**config.mk**
```make
export PLATFORM = sky130hd
export DESIGN_NAME = bootseq_top
export DESIGN_NICKNAME = d
export VERILOG_FILES = /design/src/rtl/bootseq_pkg.sv /design/src/rtl/bootseq_tx_slot.sv /design/src/rtl/bootseq_load_ctr.sv /design/src/rtl/bootseq_ctrl.sv /design/src/rtl/bootseq_top.sv
export SDC_FILE = /design/constraint.sdc
export NUM_CORES = 1
export LEC_CHECK = 0
export BUFFER_PORTS_ARGS = -buffer_cell sky130_fd_sc_hd__buf_2
export CAP_MARGIN = 20
export CORE_AREA = 8 8 91 93
export CTS_CLUSTER_DIAMETER = 150
export CTS_CLUSTER_SIZE = 8
export DETAILED_ROUTE_END_ITERATION = 12
export DIE_AREA = 0 0 99 101
export GPL_TIMING_DRIVEN = 0
export PLACE_DENSITY = 0.65
export SYNTH_ARGS = -nofsm -noshare
export SYNTH_HDL_FRONTEND = slang
export SYNTH_HIERARCHICAL = 1
export SYNTH_SLANG_ARGS = --single-unit
```
**constraint.sdc**
```tcl
create_clock -name clk -period 2.95 [get_ports clk]
set_input_delay 0.59 -clock clk [delete_from_list [all_inputs] [get_ports clk]]
set_output_delay 0.59 -clock clk [all_outputs]
set_load 0.01 [all_outputs]
```
**src/rtl/bootseq_pkg.sv**
```systemverilog
// Package: shared constants and the state type of the boot protocol sequencer.
// Assumes 8-bit bytes on every byte-level interface.
package bootseq_pkg;
    localparam int BYTE_W = 8;
    localparam int LEN_W  = 2 * BYTE_W;

    localparam logic [BYTE_W-1:0] CONF_REQ = 8'h55;
    localparam logic [BYTE_W-1:0] CONF_ACK = 8'hAA;
    localparam logic [BYTE_W-1:0] RES_OK   = 8'hAA;
    localparam logic [BYTE_W-1:0] RES_FAIL = 8'hFF;

    typedef enum logic [3:0] {
        ST_LOCK,
        ST_CONF,
        ST_LEN_HI,
        ST_LEN_LO,
        ST_LOAD,
        ST_ERASE,
        ST_REPORT,
        ST_RUN,
        ST_ABORT
    } seq_state_t;
endpackage

```
**src/rtl/bootseq_tx_slot.sv**
```systemverilog
// Module: single-entry transmit holding register with a valid/ready output.
// Assumes push is raised only while the slot is empty.
module bootseq_tx_slot
    import bootseq_pkg::*;
(
    input  logic              clk,
    input  logic              rst_n,
    input  logic              push,
    input  logic [BYTE_W-1:0] push_byte,
    input  logic              tx_ready,
    output logic              tx_valid,
    output logic [BYTE_W-1:0] tx_data,
    output logic              fire
);
    assign fire = tx_valid && tx_ready;

    // Fill the slot on push; empty it when the UART takes the byte.
    always_ff @(posedge clk) begin
        if (!rst_n) begin
            tx_valid <= 1'b0;
            tx_data  <= '0;
        end else if (push) begin
            tx_valid <= 1'b1;
            tx_data  <= push_byte;
        end else if (fire) begin
            tx_valid <= 1'b0;
        end
    end

    // A pending byte holds still until the UART takes it.
    p_hold_r5: assert property (@(posedge clk) disable iff (!rst_n)
        (tx_valid && !tx_ready) |=> (tx_valid && $stable(tx_data)));

    // Never overwrite a byte that is still pending.
    p_no_overwrite_r5: assert property (@(posedge clk) disable iff (!rst_n)
        push |-> !tx_valid);
endmodule

```
**src/rtl/bootseq_load_ctr.sv**
```systemverilog
// Module: length register, remaining-byte counter and RAM write address.
// Assumes ld_hi, ld_lo and step are mutually exclusive one-cycle strobes.
module bootseq_load_ctr
    import bootseq_pkg::*;
#(
    parameter int ADDR_W = 16
) (
    input  logic              clk,
    input  logic              rst_n,
    input  logic              ld_hi,
    input  logic              ld_lo,
    input  logic              step,
    input  logic [BYTE_W-1:0] in_byte,
    output logic              len_is_zero,
    output logic              last_byte,
    output logic [ADDR_W-1:0] addr
);
    logic [BYTE_W-1:0] hi_q;
    logic [LEN_W-1:0]  remain_q;

    assign len_is_zero = ({hi_q, in_byte} == '0);
    assign last_byte   = (remain_q == LEN_W'(1));

    // Capture the length bytes, then count bytes down and the address up.
    always_ff @(posedge clk) begin
        if (!rst_n) begin
            hi_q     <= '0;
            remain_q <= '0;
            addr     <= '0;
        end else if (ld_hi) begin
            hi_q <= in_byte;
        end else if (ld_lo) begin
            remain_q <= {hi_q, in_byte};
            addr     <= '0;
        end else if (step) begin
            remain_q <= remain_q - LEN_W'(1);
            addr     <= addr + ADDR_W'(1);
        end
    end

    // Each accepted program byte moves the address on by one.
    p_addr_step_r4: assert property (@(posedge clk) disable iff (!rst_n)
        step |=> (addr == $past(addr) + ADDR_W'(1)));

    // The counter is never stepped once it is exhausted.
    p_no_underflow_r4: assert property (@(posedge clk) disable iff (!rst_n)
        step |-> (remain_q != '0));
endmodule

```
**src/rtl/bootseq_ctrl.sv**
```systemverilog
// Module: protocol state machine. It accepts a received byte only while the
// transmit slot is empty, and gates the erase request on an empty slot.
// Assumes erase_done is raised only while erase_req is high.
module bootseq_ctrl
    import bootseq_pkg::*;
(
    input  logic              clk,
    input  logic              rst_n,
    input  logic              lock_sent,
    input  logic              rx_valid,
    input  logic [BYTE_W-1:0] rx_data,
    input  logic              slot_busy,
    input  logic              tx_fire,
    input  logic              len_is_zero,
    input  logic              last_byte,
    input  logic              erase_done,
    input  logic              erase_fail,
    output logic              push,
    output logic [BYTE_W-1:0] push_byte,
    output logic              ld_hi,
    output logic              ld_lo,
    output logic              step,
    output logic              ram_we,
    output logic              erase_req,
    output logic              start_exec
);
    seq_state_t state_q, state_d;
    logic       take;

    assign take = rx_valid && !slot_busy;

    // Next state and the one-cycle strobes for each state.
    always_comb begin
        state_d    = state_q;
        push       = 1'b0;
        push_byte  = rx_data;
        ld_hi      = 1'b0;
        ld_lo      = 1'b0;
        step       = 1'b0;
        ram_we     = 1'b0;
        erase_req  = 1'b0;
        start_exec = 1'b0;
        case (state_q)
            ST_LOCK: begin
                if (lock_sent) state_d = ST_CONF;
            end
            ST_CONF: begin
                if (take && rx_data == CONF_REQ) begin
                    push      = 1'b1;
                    push_byte = CONF_ACK;
                    state_d   = ST_LEN_HI;
                end
            end
            ST_LEN_HI: begin
                if (take) begin
                    push    = 1'b1;
                    ld_hi   = 1'b1;
                    state_d = ST_LEN_LO;
                end
            end
            ST_LEN_LO: begin
                if (take) begin
                    push    = 1'b1;
                    ld_lo   = 1'b1;
                    state_d = len_is_zero ? ST_ERASE : ST_LOAD;
                end
            end
            ST_LOAD: begin
                if (take) begin
                    push    = 1'b1;
                    step    = 1'b1;
                    ram_we  = 1'b1;
                    state_d = last_byte ? ST_ERASE : ST_LOAD;
                end
            end
            ST_ERASE: begin
                erase_req = !slot_busy;
                if (!slot_busy && erase_done) begin
                    push      = 1'b1;
                    push_byte = erase_fail ? RES_FAIL : RES_OK;
                    state_d   = erase_fail ? ST_ABORT : ST_REPORT;
                end
            end
            ST_REPORT: begin
                if (tx_fire) state_d = ST_RUN;
            end
            ST_RUN: begin
                start_exec = 1'b1;
            end
            ST_ABORT: begin
                state_d = ST_ABORT;
            end
            default: state_d = ST_LOCK;
        endcase
    end

    // State register.
    always_ff @(posedge clk) begin
        if (!rst_n) state_q <= ST_LOCK;
        else        state_q <= state_d;
    end

    // The request stays up until the flash controller answers.
    p_req_hold_r7: assert property (@(posedge clk) disable iff (!rst_n)
        (erase_req && !erase_done) |=> erase_req);

    // The start signal never drops once raised.
    p_start_sticky_r8: assert property (@(posedge clk) disable iff (!rst_n)
        start_exec |=> start_exec);

    // The abort state is terminal and silent.
    p_abort_final_r9: assert property (@(posedge clk) disable iff (!rst_n)
        (state_q == ST_ABORT) |=> (state_q == ST_ABORT && !push && !erase_req));

    // No RAM write while an echo is still pending.
    p_drop_busy_r5: assert property (@(posedge clk) disable iff (!rst_n)
        ram_we |-> !slot_busy);
endmodule

```
**src/rtl/bootseq_top.sv**
```systemverilog
// Module: top of the serial boot loader protocol sequencer. It wires the
// controller, the transmit slot and the load counter together.
// Assumes a byte-level UART (single-cycle rx strobe) and an external flash
// controller that checks and erases on request.
module bootseq_top
    import bootseq_pkg::*;
#(
    parameter int ADDR_W = 16
) (
    input  logic              clk,
    input  logic              rst_n,
    input  logic              lock_sent,
    input  logic              rx_valid,
    input  logic [7:0]        rx_data,
    output logic              tx_valid,
    input  logic              tx_ready,
    output logic [7:0]        tx_data,
    output logic              ram_we,
    output logic [ADDR_W-1:0] ram_addr,
    output logic [7:0]        ram_wdata,
    output logic              erase_req,
    input  logic              erase_done,
    input  logic              erase_fail,
    output logic              start_exec
);
    logic              push, fire, ld_hi, ld_lo, step;
    logic              len_is_zero, last_byte;
    logic [BYTE_W-1:0] push_byte;

    assign ram_wdata = rx_data;

    bootseq_ctrl ctrl_i (
        .clk         (clk),
        .rst_n       (rst_n),
        .lock_sent   (lock_sent),
        .rx_valid    (rx_valid),
        .rx_data     (rx_data),
        .slot_busy   (tx_valid),
        .tx_fire     (fire),
        .len_is_zero (len_is_zero),
        .last_byte   (last_byte),
        .erase_done  (erase_done),
        .erase_fail  (erase_fail),
        .push        (push),
        .push_byte   (push_byte),
        .ld_hi       (ld_hi),
        .ld_lo       (ld_lo),
        .step        (step),
        .ram_we      (ram_we),
        .erase_req   (erase_req),
        .start_exec  (start_exec)
    );

    bootseq_tx_slot slot_i (
        .clk       (clk),
        .rst_n     (rst_n),
        .push      (push),
        .push_byte (push_byte),
        .tx_ready  (tx_ready),
        .tx_valid  (tx_valid),
        .tx_data   (tx_data),
        .fire      (fire)
    );

    bootseq_load_ctr #(.ADDR_W(ADDR_W)) ctr_i (
        .clk         (clk),
        .rst_n       (rst_n),
        .ld_hi       (ld_hi),
        .ld_lo       (ld_lo),
        .step        (step),
        .in_byte     (rx_data),
        .len_is_zero (len_is_zero),
        .last_byte   (last_byte),
        .addr        (ram_addr)
    );

    // The erase step and program start never overlap.
    p_start_excl_r8: assert property (@(posedge clk) disable iff (!rst_n)
        start_exec |-> (!erase_req && !ram_we));
endmodule

```
## Word-level counts from Yosys, hierarchy flattened

Index checks and enable logic that the tools add are counted.

- Register bits: 53
- Output and inout port bits: 36
- Logic and storage cells: 69

- $add $sub $neg: 2
- Equal/unequal tests: 17
- Muxes and demuxes: 30
- Bitwise logic cells: 2
- Reductions and logical operators: 12

Operators with widths:

| cell | number |
|---|---|
| 16-bit two-way mux | 4 |
| 4-bit case mux with 9 select lines | 1 |
| 4-bit two-way mux | 8 |
| 16-bit by 1-bit adder with 16-bit output, second input constant | 1 |
| 16-bit by 1-bit equality test with 1-bit output, second input constant | 1 |
| 4-bit by 3-bit equality test with 1-bit output, second input constant | 4 |
| 16-bit logical NOT | 1 |
| 8-bit two-way mux | 2 |
| 8-bit case mux with 2 select lines | 1 |
| 16-bit by 1-bit subtractor with 16-bit output, second input constant | 1 |
| 1-bit two-way mux | 12 |
| 2-bit by 1-bit inequality test with 1-bit output, second input constant | 6 |
| 4-bit by 2-bit equality test with 1-bit output, second input constant | 2 |
| 8-bit by 7-bit equality test with 1-bit output, second input constant | 1 |
| 8-bit AND reduction | 1 |
| 7-bit two-way mux | 1 |
| 4-bit by 1-bit equality test with 1-bit output, second input constant | 1 |
| 4-bit equality test, second input constant | 1 |
| 1-bit logical AND | 4 |
| 4-bit logical NOT | 1 |
| 2-bit nonzero test | 2 |
| 1-bit case mux with 3 select lines | 1 |
| 3-bit OR reduction | 1 |
| 2-bit inequality test, second input constant | 1 |
| other kinds (3) | 4 |

## Depth between registers and ports, before layout

Gate-level depths: netlist of the first run.

- Word-level depth: 6
- Mapped depth: 9
- Mapped depth without buffers: 7

## By module

Netlist of the first run, hierarchy kept.

By module, submodules not included:

| module | times used | cells an instance | area an instance (µm²) | seq. area each (µm²) |
|---|---|---|---|---|
| bootseq_load_ctr | 1 | 247 | 2069.5 | 800.8 |
| bootseq_ctrl | 1 | 73 | 526.8 | 80.1 |
| bootseq_tx_slot | 1 | 29 | 341.6 | 180.2 |
| bootseq_top | 1 | 8 | 60.1 | 0.0 |

## Worst setup path before layout of the first run

Ideal clock, no wire load.

- Path kind: in2reg
- From: input port rx_valid
- To: register ctr_i.remain_q[11]
- Library setup time: 117 ps
- Data arrival time: 2087 ps
- Setup slack: 745 ps
- Stages: 8
- Cell sequence: nor2b_1 -> and2_1 -> buf_4 -> nor2b_1 -> clkbuf_1 -> and3_1 -> nand2_1 -> a32o_1

- Cells in the longest elaborated chain, start to end: 5
- Elaborated cells between the ends (all ways): 9
- Those cells by class: mux (5); bitwise (1); reduce/logical (3)

Ends and longest elaborated chain:

| what | RTL line | RTL |
|---|---|---|
| from (decl) | bootseq_top.sv:13 | `input logic rx_valid,` |
| 1-bit logical AND | bootseq_ctrl.sv:30 | `assign take = rx_valid && !slot_busy;` |
| 1-bit two-way mux (2 in a row) | n/a |  |
| net ram_we | bootseq_top.sv:18 | `output logic ram_we,` |
| 2-bit nonzero test (no line) | n/a |  |
| 2-bit AND reduction (no line) | n/a |  |
| to (signal assigned) | bootseq_load_ctr.sv:33 | `remain_q <= {hi_q, in_byte};` |
| to (signal assigned) | bootseq_load_ctr.sv:36 | `remain_q <= remain_q - LEN_W'(1);` |
| to (decl) | bootseq_load_ctr.sv:19 | `logic [LEN_W-1:0] remain_q;` |

The timed path passes the listed nets, and every way through them passes these cells.
A chain may end at the register's enable or synchronous reset.

## Worst setup path after layout of the first run

- From: register ctrl_i.state_q[1]
- To: register ctr_i.remain_q[2]

- Cells in the longest elaborated chain, start to end: 4
- Elaborated cells between the ends (all ways): 10
- Those cells by class: eq/ne (3); mux (4); bitwise (1); reduce/logical (2)

Ends and longest elaborated chain:

| what | RTL line | RTL |
|---|---|---|
| from (decl) | bootseq_ctrl.sv:27 | `seq_state_t state_q, state_d;` |
| from (signal assigned) | bootseq_ctrl.sv:100 | `else state_q <= state_d;` |
| 4-bit by 2-bit equality test with 1-bit output (*) | bootseq_ctrl.sv:43 | `case (state_q)` |
| 1-bit two-way mux (*) | bootseq_ctrl.sv:43 |  |
| net ld_lo | bootseq_top.sv:26 | `logic push, fire, ld_hi, ld_lo, step;` |
| 2-bit nonzero test (no line) | n/a |  |
| 2-bit AND reduction (no line) | n/a |  |

The timed path passes the listed nets; every way through them passes the cells marked *.

==> results of run 1 <==
==> metal layers <==
layer  vias up  part of all wire (%)  track usage [%]
li1       1413                     -                -
met1      1306                    48            20.00
met2        59                    46            26.25
met3         6                   4.8            3.315
met4         0                  0.81            3.660
met5         -                     0                0
==> cells in the mapped netlist, types with 3 or more instances <==
cell type / count
dfxtp_1: 53
o22ai_1: 4
buf_2: 7
o21ai_0: 12
or4_1: 6
nor4_1: 14
o211ai_1: 3
nor3_1: 15
buf_4: 10
or3_1: 3
o31ai_1: 4
mux2i_1: 18
xnor2_1: 5
nand2b_1: 10
clkbuf_1: 10
a21oi_1: 16
and2_1: 6
a22o_1: 3
inv_1: 3
nor2b_1: 25
ha_1: 3
nand2_1: 28
xor2_1: 5
a32oi_1: 3
nor2_1: 25
nand3_1: 10
nand4_1: 5
a22oi_1: 3
a21o_1: 4
==> sequential cells by signal, indices dropped and copies added (netlist names) <==
name / flops
ctr_i/addr: 16
ctr_i/hi_q: 8
ctr_i/remain_q: 16
ctrl_i/state_q: 4
slot_i/tx_data: 8
slot_i/tx_valid: 1
==> power by group through the flow <==
stage / sequential, W / combinational [W] / clock (W)
floorplan: 0.000801 / 0.000337 / 0
global placement: 0.000804 / 0.000450 / 0
detailed placement: 0.000806 / 0.000452 / 0
CTS: 0.000790 / 0.000455 / 0.000427
global route: 0.000796 / 0.000501 / 0.000457
finish: 0.000791 / 0.000456 / 0.000415
==> worst paths after layout <==
kind / to / cells after the start / from / slack [ns]
setup / recovery: ctr_i/remain_q[2] / 9 / ctrl_i/state_q[1] / 0.41
hold / removal: ctr_i/addr[15] / 2 / ctr_i/addr[15] / 0.49
hold reg to reg: ctr_i/addr[15] / 2 / ctr_i/addr[15] / 0.49
setup reg to reg: ctr_i/remain_q[2] / 9 / ctrl_i/state_q[1] / 0.41
==> worst max-delay path: stages (launching register included) <==
cell and delay (ns):
dfxtp_1 0.46, buf_2 0.27, nand2_1 0.12, nor4_1 0.21, buf_2 0.25, clkbuf_1 0.37, clkbuf_1 0.42, nor2_1 0.10
a21oi_1 0.14, o21ai_0 0.08
==> final cells by class <==
| type | instances | area [um2] |
|---|---|---|
| multi-input cells | 272 | 1755 |
| clock buffers | 6 | 72.57 |
| plain buffers | 29 | 170.2 |
| inverters | 3 | 11.26 |
| clock inverters | 2 | 15.01 |
| fillers | 688 | 3505 |
| well taps | 82 | 102.6 |
| flip-flops and latches | 53 | 1061 |
| repair buffers | 50 | 250.2 |
==> cell usage in the layout, fill, tap and decap left out, drive strengths merged, types with 3 or more instances in the layout <==
cell / synthesis / final
buf: 19 / 69
dfxtp: 53 / 53
nand2: 28 / 28
nor2: 26 / 26
nor2b: 25 / 25
mux2i: 18 / 18
a21oi: 17 / 17
clkbuf: 10 / 16
nor3: 15 / 15
nor4: 14 / 14
o21ai: 13 / 13
nand3: 10 / 10
nand2b: 10 / 10
or4: 6 / 6
and2: 6 / 6
nand4: 6 / 6
xnor2: 5 / 5
xor2: 5 / 5
o31ai: 4 / 4
o22ai: 4 / 4
a21o: 4 / 4
or3: 4 / 4
nor4b: 4 / 4
inv: 3 / 3
a22o: 3 / 3
a32oi: 3 / 3
a22oi: 3 / 3
o211ai: 3 / 3
ha: 3 / 3
and4: 3 / 3
or2: 3 / 3
==> cells by family (layout without fill, tap and decap cells) <==
logic type / after synthesis / in the layout / synth area share, %
compound gates: 76 / 76 / 17.53
xor+xnor: 10 / 10 / 2.921
fa+ha+maj: 3 / 3 / 1.252
buf+inv: 32 / 90 / 6.052
flops: 53 / 53 / 35.39
mux: 18 / 18 / 6.010
simple gates: 165 / 165 / 30.84
==> per-stage QoR <==
stage / worst slack [ns] / hold slack, ns / cell area [um2] / instances
finish: 0.4136 / 0.4905 / 3438 / 497
global route: 0.2247 / 0.5207 / 3438 / 497
CTS: 0.4731 / 0.4895 / 3438 / 497
detailed placement: 0.1399 / 0.4757 / 3351 / 489
global placement: 0.1890 / 0.4572 / 3351 / 489
floorplan: 0.7452 / 0.4479 / 2998 / 357
==> results.yml, run 1 <==
sta:
  finalHoldViolations: 0
  tightest_slew_ns: 0.6729
  slew-limit-headroom_pct: 54.73
  slew_viol_final: 0
  rsz0062_at_grt: "no"
  min_period_over_period_pct: 85.98
  tns_ns: 0
  max_freq_mhz: 394.3
  min_period_ns: 2.536
  final-setup-viol-count: 0
  skew_ns: 0.004004
setup_path:
  worstPathMaxFanout: 10
  crit_type: "reg -> reg"
  start_kind: "flop"
  cp.arrival_ns: 2.73
  crit_path_end_kind: "flop"
  cp.required_ns: 3.14
global_route:
  grt_usage_pct: 15.68
  grt_max_degree: 17
  grt_overflow: 0
  antenna_found_initial: 0
  grt_pass1_vias: 2755
  grt_first_pass_wirelength_mm: 13.07
worst_hold_path:
  hold_path_class: "reg -> reg"
synthesis:
  yosysTopAreaCell: "dfxtp_1"
  synth_warnings: 6
  ys_ff_latch: 53
  synth.area.top_cells: "dfxtp_1 35%, mux2i_1 6.0%, nor2b_1 5.2%"
  syn_area_um2: 2998
  yosysSeqAreaShare_pct: 35.39
  synth_edf_count: 0
  syn_inst: 357
  synth_nets: 375
  syn_avg_cell_area_um2: 8.397
  async_flop_share_pct: 0
  synthDistinctLibCells: 60
  ys.flop_type: "dfxtp_1"
  synth_top_area_share_pct: 35.39
routing:
  drtIter0Drc: 144
  avgRoutedWirePerCell_um: 15.83
  drt_drc_violations_left: 0
  finalWirelength_mm: 7.868
  viasPerCell: 5.602
  vias: 2784
  dr.pass1.iters: 4
  drtAntennaViolNets: 0
power_and_ir_drop:
  power_leakage_nw: 1.375
  power_frac_seq_pct: 47.6
  total_power_w: 0.001662
  power.density_nw_per_um2: 483.3
  power_switching_w: 0.0005429
  power_frac_comb_pct: 27.4
  ir_drop_uv: 221.0
  netSwitchingFraction_pct: 32.67
  internal_power_w: 0.001119
  power_frac_clock_pct: 25.0
floorplan:
  core-area_um2: 6943
  rows: 31
  die_x_um: 99
  ios: 51
  initial_core_util_pct: 43.18
  dieArea_um2: 9999
  dieHeight_um: 101
cts:
  root_buffer: "clkbuf_8"
  htree_levels: 2
  cts_resized: 0
  cts_setup_buffers: 0
  clockBufferDepth: 2
  worstSkewPairLatency_ns: 0.31
  cts.clk_slew.worst_paths_ns: 0.10
  numCtsBuffers: 5
  cts_hold_buf: 0
  clkSinkCount: 53
  cts_tree: "built"
layout:
  antenna_cells: 0
  fin_util_pct: 49.52
  nets: 432
  synthToLayoutAreaGrowth_pct: 14.69
  final_layout_size_suffix_gt1_share_pct: 20.72
status:
  status: "completed"
place:
  dp_hpwl_mm: 5.831
  gp_congestion: 0.8956
  numPortBuffers: 50
run:
  drv_cap: 0
No activity file was read; power rests on OpenSTA's default activity.
==> inputs of run 2 (changes only) <==
PLACE_DENSITY = 0.68   (was 0.65)
clock period = 2.05 ns   (was 2.95 ns; I/O delays follow)
==> results.yml, run 2 (same netlist as run 1, synthesis figures left out) <==
status:
  status: "completed"
floorplan:
  ios: 51
  core-area_um2: 6943
  rows: 31
  dieHeight_um: 101
  dieArea_um2: 9999
  initial_core_util_pct: 43.18
  die_x_um: 99
setup_path:
  worstPathMaxFanout: 5
  cp.required_ns: 2.30
  reg2regPathDepth: 8
  crit_type: "reg -> reg"
  reg2reg_slack_ns: 0.02
  start_kind: "flop"
  cp.arrival_ns: 2.28
  r2r-start: "ctrl_i/state_q[1]"
  rr_endpoint: "ctr_i/addr[15]"
  crit_path_end_kind: "flop"
power_and_ir_drop:
  netSwitchingFraction_pct: 31.11
  total_power_w: 0.002631
  ir_drop_uv: 385.5
  power_frac_seq_pct: 44.1
  internal_power_w: 0.001812
  power_leakage_nw: 1.527
  power_frac_clock_pct: 27.5
  power_switching_w: 0.0008185
  power_frac_comb_pct: 28.4
  power.density_nw_per_um2: 706.8
layout:
  fillCellCount: 635
  fin_util_pct: 53.61
  synthToLayoutAreaGrowth_pct: 24.17
  antenna_cells: 0
  layout_common_cells: "54 x buf_2, 48 x dfxtp_1, 25 x nand2_1, 24 x nor2_1, 24 x nor2b_1"
  seq_area_um2: 1072
  multi_input_area_um2: 1868
  final_layout_size_suffix_gt1_share_pct: 30.12
  top_regs: "ctr_i/addr (16), ctr_i/remain_q (16)"
  nets: 442
  final_common_cell: "buf_2"
place:
  numPortBuffers: 50
  place_ws_ns: -0.5477
  dp_hpwl_mm: 5.738
  gp_congestion: 0.9187
routing:
  drtIter0Drc: 214
  vias: 2868
  avgRoutedWirePerCell_um: 15.98
  dr.pass1.iters: 4
  finalWirelength_mm: 8.104
  viasPerCell: 5.657
  drtAntennaViolNets: 0
  drt_drc_violations_left: 0
cts:
  worstSkewPairLatency_ns: 0.31
  htree_levels: 2
  clockBufferDepth: 2
  cts_tree: "built"
  numCtsBuffers: 5
  clkSinkCount: 53
  cts_hold_buf: 0
  cts.clk_slew.worst_paths_ns: 0.10
  root_buffer: "clkbuf_8"
sta:
  final-setup-viol-count: 0
  skew_ns: 0.01053
  tightest_slew_ns: 0.6827
  holdWs_ns: 0.4167
  slew-limit-headroom_pct: 54.07
  slew_viol_final: 0
  min_period_over_period_pct: 98.86
  tns_ns: 0
  setup_ws_ns: 0.02336
  finalHoldViolations: 0
  min_period_ns: 2.027
  max_freq_mhz: 493.4
  rsz0062_at_grt: "yes"
global_route:
  grt_pass1_vias: 2722
  grt_overflow: 0
  antenna_found_initial: 0
  grt_usage_pct: 15.91
  grt_max_degree: 17
  grt_first_pass_wirelength_mm: 13.12
worst_hold_path:
  hold_path_class: "in -> reg"
  holdPathStages: 3
  hp-start: "tx_ready"
  holdPathEnd: "slot_i/tx_valid"
run:
  drv_cap: 0
-- run 2: cell count changes in the layout (fill, tap and decap cells not counted), moves of 3 or more --
cell	change
buf_6	+5
dfxtp_1	-5
buf_4	+12
nor4_1	-4
nand2_1	-3
clkbuf_1	-8
buf_2	-3
dfxtp_2	+3
-- run 2: per-stage QoR --
stage,area [um2],cells
floorplan,3014,357
global placement,3367,489
detailed placement,3367,489
CTS,3571,499
global route,3722,507
finish,3722,507
-- run 2: layer usage --
layer / routed length (um) / track usage [%] / part of all wire, %
met1: 3700 / 19.39 / 46
met2: 3890 / 26.72 / 48
met3: 435 / 4.006 / 5.4
met4: 77 / 5.077 / 0.95
met5: 0 / 0 / 0
-- run 2: how the worst max path moves through the flow --
stage | start | to | slack, ns | cells past startpoint
after floorplan | ctrl_i/state_q[0] | ctr_i/addr[15] | 0.01 | 8
after global placement | rx_valid | ctr_i/remain_q[12] | -0.52 | 9
after detailed placement | rx_valid | ctr_i/remain_q[12] | -0.55 | 9
after CTS | ctrl_i/state_q[0] | ctr_i/addr[15] | 0.007 | 8
after global routing | ctrl_i/state_q[1] | ctr_i/addr[15] | -0.08 | 8
final | ctrl_i/state_q[1] | ctr_i/addr[15] | 0.02 | 8
-- run 2: worst max-delay path: stages (launching register included) --
cell      delay [ns]
dfxtp_4         0.37
buf_6           0.12
nor4b_4         0.25
and2_4          0.20
buf_6           0.09
o21bai_1        0.07
or2_4           0.27
or4_4           0.48
a21oi_2         0.12
-- run 2: power by group through the flow --
| stage | Combinational [W] | Sequential, W | Clock (W) |
|---|---|---|---|
| after detailed placement | 0.000655 | 0.00116 | 0 |
| after floorplan | 0.000491 | 0.00116 | 0 |
| final | 0.000746 | 0.00116 | 0.000725 |
| after global routing | 0.000815 | 0.00117 | 0.000790 |
| after global placement | 0.000650 | 0.00116 | 0 |
| after CTS | 0.000693 | 0.00114 | 0.000745 |
-- run 2: final cells by class --
type | count | area share (%)
Timing Repair Buffer | 63 | 9.445
Inverter | 3 | 0.3025
Clock inverter | 2 | 1.042
Multi-Input combinational cell | 272 | 50.18
Tap cell | 82 | 2.756
Sequential cell | 53 | 28.81
Buffer | 26 | 5.513
Clock buffer | 6 | 1.950
-- run 2: repair_timing --
| action | in CTS | in global routing |
|---|---|---|
| pin swaps | 3 | 8 |
| buffers inserted | 3 | 10 |
| cloned | 0 | 0 |
| setup endpoints to repair | 40 | 38 |
| resized for setup | 26 | 36 |
==> inputs of run 3 (changes only) <==
ABC_AREA = 1   (was unset)
CORE_AREA = 8 8 119 94   (was 8 8 91 93)
DIE_AREA = 0 0 127 102   (was 0 0 99 101)
PLACE_DENSITY = unset   (was 0.68)
==> results.yml, run 3 <==
worst_hold_path:
  holdPathStages: 4
  hold_path_class: "in -> reg"
  holdPathEnd: "slot_i/tx_valid"
  hp-start: "tx_ready"
routing:
  vias: 3330
  viasPerCell: 5.000
  avgRoutedWirePerCell_um: 13.93
  drt_drc_violations_left: 0
  drtIter0Drc: 296
  drtAntennaViolNets: 0
  finalWirelength_mm: 9.275
  dr.pass1.iters: 5
status:
  status: "completed"
layout:
  antenna_cells: 0
  final_layout_size_suffix_gt1_share_pct: 23.96
  top_regs: "ctr_i/addr (16), ctr_i/remain_q (16)"
  final_common_cell: "nand2_1"
  layout_common_cells: "116 x nand2_1, 63 x nor2_1, 53 x buf_2, 51 x inv_1, 49 x dfxtp_1"
  nets: 568
  synthToLayoutAreaGrowth_pct: 18.34
setup_path:
  cp_cell_sequence: "inv_1 -> nand2_1 -> nor2_1 -> buf_4 -> nand2_4 -> nand2_8 -> nand3_4 -> nor2_4 -> inv_2 -> nor2_4 -> nand2_1 -> nand2_1 -> nor2_1"
  max_stage_delay_ns: 0.34
  reg2regPathDepth: 13
  slowest_stage: "dfxtp_1"
  worstPathMaxFanout: 9
  cp.required_ns: 2.23
  crit_path_end_kind: "flop"
  r2r-start: "slot_i/tx_valid"
  crit_type: "reg -> reg"
  start_kind: "flop"
  crit_top_cell: "nand2_1"
  rr_endpoint: "ctr_i/addr[10]"
  reg2reg_slack_ns: 0.13
  cp.arrival_ns: 2.10
synthesis:
  synthMuxAreaShare_pct: 0
  synth_edf_count: 0
  synth_top_area_share_pct: 32.74
  synthDistinctLibCells: 43
  synth_compound_gate_area_share_pct: 13.71
  synthSimpleGateAreaFrac_pct: 40.62
  ys.flop_type: "dfxtp_1"
  yosysMostFrequentCell: "nand2_1"
  netlist_top_cells_count: "116 x nand2_1, 66 x nor2_1, 53 x dfxtp_1"
  syn_avg_cell_area_um2: 6.587
  synth_warnings: 6
  synth_xor_area_share_pct: 0
  synth.area.top_cells: "dfxtp_1 33%, nand2_1 13%, nor2_1 7.6%"
  yosysTopAreaCell: "dfxtp_1"
  syn_area_um2: 3241
  async_flop_share_pct: 0
  synth_nets: 510
  syn_inst: 492
  ys_ff_latch: 53
  yosysSeqAreaShare_pct: 32.74
  synth_fa_ha_area_share_pct: 1.158
  synth_top_family_by_area: "simple AND/OR/NAND/NOR gates"
power_and_ir_drop:
  ir_drop_uv: 422.7
  power.density_nw_per_um2: 1181
  power_leakage_nw: 1.863
floorplan:
  dieArea_um2: 12950
  ios: 51
  die_x_um: 127
  initial_core_util_pct: 34.81
  core-area_um2: 9309
  rows: 31
  dieHeight_um: 102
sta:
  slew-limit-headroom_pct: 63.87
  finalHoldViolations: 0
  rsz0062_at_grt: "no"
  final-setup-viol-count: 0
  skew_ns: 0.01179
  holdWs_ns: 0.3806
  min_period_over_period_pct: 93.46
  max_freq_mhz: 522.0
  tightest_slew_ns: 0.5420
  min_period_ns: 1.916
  slew_viol_final: 0
  tns_ns: 0
global_route:
  grt_pass1_vias: 3050
  antenna_found_initial: 0
  grt_max_degree: 18
  grt_usage_pct: 14.60
  grt_overflow: 0
  grt_first_pass_wirelength_mm: 15.35
cts:
  htree_levels: 2
  cts_tree: "built"
  cts.clk_slew.worst_paths_ns: 0.07
  cts_hold_buf: 0
  numCtsBuffers: 5
  root_buffer: "clkbuf_16"
  clockBufferDepth: 2
  clkSinkCount: 53
  worstSkewPairLatency_ns: 0.30
place:
  dp_hpwl_mm: 7.140
  gp_congestion: 0.9339
  numPortBuffers: 50
run:
  drv_cap: 0
run 3: changes by cell type after synthesis, sizes merged, moves of 9 or more:
cell,change
a21oi,+21
clkbuf,-9
inv,+63
mux2i,-18
nand2,+97
nand2b,-10
nand3,+22
nor2,+56
nor2b,-25
nor4,-12
o21ai,+20
run 3: where the power goes:
group | internal (W) | switching [W] | total, W
clock | 0.000492 | 0.000402 | 0.000894
combinational | 0.000774 | 0.00143 | 0.00220
sequential | 0.00125 | 0.000183 | 0.00144
run 3: kinds of logic after synthesis:
group	Yosys count
AOI/OAI and AO/OA	82
DFF	53
and+or+nand+nor	270
buffers and inverters	84
adders and majority gates	3
run 3: stage by stage:
| step | worst slack, ns | util [%] | instances | total power, W | area, um2 |
|---|---|---|---|---|---|
| final | 0.1341 | 41.20 | 666 | 0.004531 | 3835 |
| after global routing | 0.01266 | 41.20 | 666 | 0.004877 | 3835 |
| after CTS | 0.01905 | 40.74 | 665 | 0.004463 | 3792 |
| after detailed placement | 0.02553 | 39.05 | 657 | 0.003552 | 3635 |
| after global placement | 0.001901 | 39.05 | 657 | 0.003529 | 3635 |
| after floorplan | 0.2227 | - | 492 | 0.002999 | 3241 |
run 3: how the worst max path moves through the flow:
stage                      start             end  slack, ns  cells after the start
2_1_floorplan  ctrl_i/state_q[2]  ctr_i/addr[10]       0.22                     14
6_report         slot_i/tx_valid  ctr_i/addr[10]       0.13                     13
4_1_cts        ctrl_i/state_q[2]  ctr_i/addr[10]       0.02                     14
3_5_place_dp   ctrl_i/state_q[0]  ctr_i/addr[10]       0.03                     13
3_3_place_gp   ctrl_i/state_q[0]  ctr_i/addr[10]      0.002                     13
5_1_grt        ctrl_i/state_q[1]  ctr_i/addr[10]       0.01                     14
run 3: worst max-delay path: cells and delay by family (launching register included):
family	cells	cell delay (ns)
buf+inv	3	0.32
flops	1	0.34
simple gates	10	1.12
run 3: timing repair:
item | CTS | global route
pin swaps | 0 | 1
setup buffers | 0 | 1
gates resized for setup | 1 | 12
setup endpoints to repair | 1 | 31
hold endpoints to repair | 0 | 0
run 3: layout make-up:
type / count / area (um2)
plain buffers: 18 / 131.4
clock buffers: 6 / 138.9
clock inverters: 2 / 16.27
fillers: 1011 / 5474
inverters: 66 / 252.7
multi-input cells: 355 / 1826
flip-flops and latches: 53 / 1069
well taps: 115 / 143.9
repair buffers: 51 / 257.7
run 3: layer usage:
metal  vias to the layer above  routed length, um  global-route usage [%]
met3                         6                518                   2.242
met2                       110               4005                   22.15
met5                         -                  0                       0
met4                         0                 67                   3.555
met1                      1506               4684                   21.09
li1                       1708                  -                       -
